[src/rtl/pwm_pin_pkg.sv]
package pwm_pin_pkg;
  typedef struct packed {
    logic mode;   // bit 2: timer drives the pin
    logic dir;    // bit 1: static drive when mode is 0
    logic level;  // bit 0: static level
  } pin_ctl_t;

  localparam int CTL_W = $bits(pin_ctl_t);
endpackage

[src/rtl/pwm_len_regs.sv]
module pwm_len_regs #(
  parameter int CNT_W = 16
) (
  input  logic             clk,
  input  logic             rst,
  input  logic             hi_we,
  input  logic             lo_we,
  input  logic [CNT_W-1:0] wdata,
  output logic [CNT_W-1:0] hi_len,
  output logic [CNT_W-1:0] lo_len
);
  always_ff @(posedge clk) begin
    if (rst) begin
      hi_len <= '0;
      lo_len <= '0;
    end else begin
      if (hi_we) hi_len <= wdata;
      if (lo_we) lo_len <= wdata;
    end
  end
endmodule

[src/rtl/pwm_phase_timer.sv]
module pwm_phase_timer #(
  parameter int CNT_W = 16
) (
  input  logic             clk,
  input  logic             rst,
  input  logic             tick_i,
  input  logic             restart_i,
  input  logic             run_i,
  input  logic [CNT_W-1:0] hi_len_i,
  input  logic [CNT_W-1:0] lo_len_i,
  output logic             phase_hi_o
);
  logic [CNT_W-1:0] cnt_q;
  logic [CNT_W-1:0] len_q;
  logic             phase_q;
  logic             at_end;

  assign at_end     = (cnt_q == len_q);
  assign phase_hi_o = phase_q;

  always_ff @(posedge clk) begin
    if (rst) begin
      phase_q <= 1'b1;
      cnt_q   <= '0;
      len_q   <= '0;
    end else if (restart_i) begin
      phase_q <= 1'b1;
      cnt_q   <= '0;
      len_q   <= hi_len_i;
    end else if (!run_i) begin
      phase_q <= 1'b1;
      cnt_q   <= '0;
    end else if (tick_i) begin
      if (at_end) begin
        phase_q <= ~phase_q;
        cnt_q   <= '0;
        len_q   <= phase_q ? lo_len_i : hi_len_i;
      end else begin
        cnt_q <= cnt_q + CNT_W'(1);
      end
    end
  end

  // the count never passes the length latched for the phase
  p_cnt_in_phase_r5: assert property (@(posedge clk) disable iff (rst)
    cnt_q <= len_q);

  // no tick, no restart, still running -> nothing moves
  p_no_tick_hold_r6: assert property (@(posedge clk) disable iff (rst)
    (!tick_i && !restart_i && run_i) |=> ($stable(cnt_q) && $stable(phase_q)));

  // a stopped timer parks at zero in the high phase
  p_stop_parks_r8: assert property (@(posedge clk) disable iff (rst)
    (!run_i && !restart_i) |=> (cnt_q == '0 && phase_q));

  // a phase only ends when its count is used up
  p_no_early_switch_r9: assert property (@(posedge clk) disable iff (rst)
    (run_i && !restart_i && !at_end) |=> (phase_q == $past(phase_q)));
endmodule

[src/rtl/pwm_pin_drive.sv]
module pwm_pin_drive
  import pwm_pin_pkg::*;
(
  input  logic     clk,
  input  logic     rst,
  input  pin_ctl_t ctl_i,
  input  logic     phase_hi_i,
  output logic     pin_o,
  output logic     oe_o
);
  logic pin_d;
  logic oe_d;

  always_comb begin
    if (ctl_i.mode) begin
      oe_d  = 1'b1;
      pin_d = phase_hi_i;
    end else if (ctl_i.dir) begin
      oe_d  = 1'b1;
      pin_d = ctl_i.level;
    end else begin
      oe_d  = 1'b0;
      pin_d = 1'b0;
    end
  end

  always_ff @(posedge clk) begin
    if (rst) begin
      pin_o <= 1'b0;
      oe_o  <= 1'b0;
    end else begin
      pin_o <= pin_d;
      oe_o  <= oe_d;
    end
  end

  // released pin is not driven and reads 0
  p_release_r4: assert property (@(posedge clk) disable iff (rst)
    (!ctl_i.mode && !ctl_i.dir) |=> (!oe_o && !pin_o));

  // timer mode drives the timer phase one cycle later
  p_timer_drive_r2: assert property (@(posedge clk) disable iff (rst)
    ctl_i.mode |=> (oe_o && pin_o == $past(phase_hi_i)));

  // static drive follows the level bit
  p_static_drive_r3: assert property (@(posedge clk) disable iff (rst)
    (!ctl_i.mode && ctl_i.dir) |=> (oe_o && pin_o == $past(ctl_i.level)));
endmodule

[src/rtl/pwm_pin_ctl.sv]
module pwm_pin_ctl
  import pwm_pin_pkg::*;
#(
  parameter int CNT_W = 16
) (
  input  logic             clk,
  input  logic             rst,
  input  logic             tick_en,
  input  logic             hi_we,
  input  logic             lo_we,
  input  logic [CNT_W-1:0] len_wdata,
  input  logic             ctl_we,
  input  logic [2:0]       ctl_wdata,
  output logic             pin_o,
  output logic             pin_oe
);
  localparam int CW = CTL_W;

  pin_ctl_t         ctl_q;
  pin_ctl_t         ctl_new;
  logic             restart;
  logic             phase_hi;
  logic [CNT_W-1:0] hi_len;
  logic [CNT_W-1:0] lo_len;

  assign ctl_new = pin_ctl_t'(ctl_wdata[CW-1:0]);
  assign restart = ctl_we && ctl_new.mode;

  always_ff @(posedge clk) begin
    if (rst)         ctl_q <= '0;
    else if (ctl_we) ctl_q <= ctl_new;
  end

  pwm_len_regs #(.CNT_W(CNT_W)) u_len (
    .clk    (clk),
    .rst    (rst),
    .hi_we  (hi_we),
    .lo_we  (lo_we),
    .wdata  (len_wdata),
    .hi_len (hi_len),
    .lo_len (lo_len)
  );

  pwm_phase_timer #(.CNT_W(CNT_W)) u_timer (
    .clk        (clk),
    .rst        (rst),
    .tick_i     (tick_en),
    .restart_i  (restart),
    .run_i      (ctl_q.mode),
    .hi_len_i   (hi_len),
    .lo_len_i   (lo_len),
    .phase_hi_o (phase_hi)
  );

  pwm_pin_drive u_drive (
    .clk        (clk),
    .rst        (rst),
    .ctl_i      (ctl_q),
    .phase_hi_i (phase_hi),
    .pin_o      (pin_o),
    .oe_o       (pin_oe)
  );

  // an activating write always lands in a fresh high phase
  p_restart_high_r7: assert property (@(posedge clk) disable iff (rst)
    restart |=> phase_hi);

  // outputs reflect a static control word two edges after its write
  p_latency_r10: assert property (@(posedge clk) disable iff (rst)
    (ctl_we && !ctl_new.mode && !ctl_new.dir) |=> ##1 (!pin_oe || ctl_we || $past(ctl_we)));
endmodule

[config.mk]
export PLATFORM = sky130hd
export DESIGN_NAME = pwm_pin_ctl
export DESIGN_NICKNAME = d
export VERILOG_FILES = /design/src/rtl/pwm_pin_pkg.sv /design/src/rtl/pwm_len_regs.sv /design/src/rtl/pwm_phase_timer.sv /design/src/rtl/pwm_pin_drive.sv /design/src/rtl/pwm_pin_ctl.sv
export SDC_FILE = /design/constraint.sdc
export NUM_CORES = 1
export LEC_CHECK = 0
export ABC_AREA = 1
export ABC_CLOCK_PERIOD_IN_PS = 1600
export BUFFER_PORTS_ARGS = -buffer_cell sky130_fd_sc_hd__buf_2
export CORE_MARGIN = 5
export CORE_UTILIZATION = 43
export DETAILED_ROUTE_END_ITERATION = 8
export PLACE_DENSITY = 0.58
export SLEW_MARGIN = 20
export SYNTH_ARGS = -nofsm -noshare
export SYNTH_HDL_FRONTEND = slang
export SYNTH_SLANG_ARGS = --single-unit
[constraint.sdc]
create_clock -name clk -period 1.6 [get_ports clk]
set_input_delay 0.32 -clock clk [delete_from_list [all_inputs] [get_ports clk]]
set_output_delay 0.32 -clock clk [all_outputs]
set_load 0.05 [all_outputs]
==> results.tsv <==
stage	metric	value	unit
power_and_ir_drop	overall power	0.00393	W
finish	Ant. Diodes	0	
finish	share of layout cells above drive strength 1	0.395	
floorplan	Die Y	98.6	um
yosys	Post-synth EDFFs	0	
route	WL final	8.21	mm
power_and_ir_drop	sw frac	0.282	
global_route	total gr overflow	0	
power_and_ir_drop	Internal	0.00282	W
sta	worst-margin pin slew	0.554	ns
place	IO Port Bufs	26	
yosys	Synth Cell Area	3380	sq um
clocking	Clock Sinks	70	
clocking	cts hold-fix bufs	0	
yosys	Yosys Warn Count	0	
floorplan	Die ar.	9730	sq um
min_path	hold_sp	rst	
yosys	top post-synthesis cells by count	nor2_1, nand2_1, dfxtp_1	
yosys	sequential-to-total area share from yosys stat	0.415	
worst_setup_path	Reg2Reg Launch Point	u_timer.len_q[3]	
min_path	Hold WC Path Type	in -> reg	
power_and_ir_drop	Lkg Pwr	2.03	nW
place	Final HPWL DP	5.56	mm
clocking	Skew-Pair Late Insertion Delay	0.35	ns
worst_setup_path	Worst setup SP type	register	
finish	area grow syn2layout	28.7	%
route	routed len/inst	12.5	um
sta	Period minus WS final	1.52	ns
floorplan	DIE WIDTH	98.6	um
sta	skew final	0.00749	ns
sta	Max-slew headroom	0.630	
clocking	Clock transition at path regs	0.07	ns
worst_setup_path	required time at the worst-slack endpoint	1.89	ns
sta	final setup fails	0	
clocking	clk buf depth	2	
clocking	CTS tree	built	
global_route	antenna violations before repair	0	
clocking	CTS HTree Levels	3	
yosys	most frequent cell after synthesis	nor2_1	
power_and_ir_drop	pwr/cell area	903	nW/um^2
power_and_ir_drop	VDD IR-drop max	0.000549	V
finish	Post-Layout Cell Count	657	
power_and_ir_drop	clock share of power	0.370	
yosys	Yosys cell types	29	
route	Final ANT Viol Nets	0	
run_status	status	finished clean	
route	DRT iter0 DRCs	92	
clocking	CTS Buf Count	9	
run	maxcap violations	0	
worst_setup_path	crit path DAT	1.81	ns
yosys	post-synth top area share	0.415	
route	via/cell ratio	4.67	
place	GPL Wtd Cong	0.890	
sta	crit share post-route	0.952	
yosys	synthesized instance count	488	
yosys	ys flop type	dfxtp_1	
power_and_ir_drop	Sequential Power Share	0.480	
yosys	syn_nets	514	
sta	final max-slew violation count	0	
floorplan	Core Area	7690	sq um
finish	Core Util, Final	0.566	
worst_setup_path	Critical Path Sink Type	register	
route	vias	3070	
power_and_ir_drop	P_sw	0.00111	W
worst_setup_path	Crit. Startpoint	u_timer.len_q[3]	
route	DR DRC count	0	
clocking	Root Driver	clkbuf_8	
place	DP Cell Count	631	
floorplan	initial core utilization	0.439	
yosys	top cells by area, synth	dfxtp_1, nor2_1, nand2_1	
global_route	largest net degree at the start of global routing	27	
worst_setup_path	crit path max fanout	8	
global_route	first-pass GRT wire length	13.5	mm
worst_setup_path	Worst Path Class, Setup	reg -> reg	
yosys	cell taking the most area after synthesis	dfxtp_1	
finish	Final #Nets	576	
global_route	vias in the first global route	2908	
global_route	overall routing resource usage	0.171	
yosys	asr flop ratio synth	0	
yosys	synthesized flop and latch total	70	
yosys	syn_area_per_cell	6.92	sq um
sta	Peak Freq	656	MHz
floorplan	total I/O pin count	27	
route	TritonRoute pass-1 iters	4	
floorplan	Rows	32	
power_and_ir_drop	part of the power in combinational logic	0.150	
sta	Hold Fails Final Rpt	0	
sta	RSZ-0062 raised after global routing	yes	
==> what timing repair did <==
item,in CTS,in global routing
setup buffers,1,7
resized for setup,4,106
pin swaps,1,37
cloned,1,1
setup endpoints to repair,23,32
==> per-stage QoR <==
stage,hold WS (ns),area (sq um),setup slack (ns),TNS (ns)
CTS,0.163,4010,0.0203,0
floorplan,0.398,3380,0.162,0
global route,0.176,4350,-0.0726,-0.451
finish,0.182,4350,0.0766,0
global placement,0.438,3780,-0.0196,-0.142
detailed placement,0.440,3780,-0.0373,-0.342
==> registers in the layout, indices dropped and copies added, names as in the netlist <==
| register | cells |
|---|---|
| u_timer.phase_hi_o | 1 |
| u_drive.oe_o | 1 |
| u_timer.len_q | 16 |
| ctl_q | 3 |
| u_len.lo_len | 16 |
| u_timer.cnt_q | 16 |
| u_drive.pin_o | 1 |
| u_len.hi_len | 16 |
==> worst max-delay path, stage by stage, from the launching register on <==
cell,delay [ns]
dfxtp_2,0.34
inv_2,0.05
nand2_4,0.07
buf_6,0.09
nand2_2,0.03
nor2_1,0.10
nand2_1,0.09
nor2_4,0.17
nand4_4,0.21
nand3_2,0.14
nand2_1,0.06
nor2_1,0.10
==> final timing paths <==
| check | cells after the start | slack (ns) | end |
|---|---|---|---|
| worst max register to register | 11 | 0.08 | u_timer.len_q[3] |
| worst min register to register | 2 | 0.45 | u_len.lo_len[3] |
| worst min-delay path | 2 | 0.18 | u_drive.pin_o |
| worst max-delay path | 11 | 0.08 | u_timer.len_q[3] |
==> kinds of logic (layout without fill, tap and decap cells) <==
family          after synthesis  in the layout  share of synthesized area
buf+inv                      66            131                     0.0826
fa+ha+maj                     1              1                    0.00370
compound gates               57             57                     0.0893
mux                          10             10                     0.0333
flops                        70             70                      0.415
simple gates                276            278                      0.356
xor+xnor                      8              8                     0.0207
==> area by class of cell <==
type | instances | area [sq um]
fillers | 753 | 3340
multi-input cells | 354 | 1950
flip-flops and latches | 70 | 1450
repair buffers | 66 | 445
inverters | 49 | 184
clock buffers | 10 | 138
well taps | 102 | 128
clock inverters | 6 | 61.3
==> power by group through the flow <==
stage | sequential [W] | clock, W | combinational, W
floorplan | 0.00192 | 0 | 0.000354
global placement | 0.00192 | 0 | 0.000495
detailed placement | 0.00192 | 0 | 0.000498
CTS | 0.00188 | 0.00149 | 0.000511
global route | 0.00190 | 0.00158 | 0.000659
finish | 0.00189 | 0.00145 | 0.000589
==> placed cells by master, fill, tap and decap left out, types with 2 or more instances in the layout <==
cell / n
nand4_1: 4
nand3_1: 13
a21oi_1: 11
nor2_2: 20
nand2_4: 5
nor2_4: 9
nor3_4: 2
buf_4: 36
dfxtp_1: 42
inv_2: 21
clkbuf_8: 10
nand3_4: 2
buf_6: 4
xor2_1: 8
nand3_2: 7
nand4_4: 2
nor3_2: 3
mux2_2: 10
buf_2: 26
dfxtp_2: 24
nor3_1: 4
nor2_1: 97
inv_1: 28
dfxtp_4: 4
o21ai_0: 42
nand2_1: 82
clkinv_2: 3
nand2_2: 27
==> routing by layer <==
layer,share of wire,track usage,up-vias
met4,0.015,0.0599,0
met2,0.46,0.262,43
met1,0.49,0.234,1355
met3,0.034,0.0446,12
met5,0,0,-
li1,-,-,1660
No activity file was read; power rests on OpenSTA's default activity.
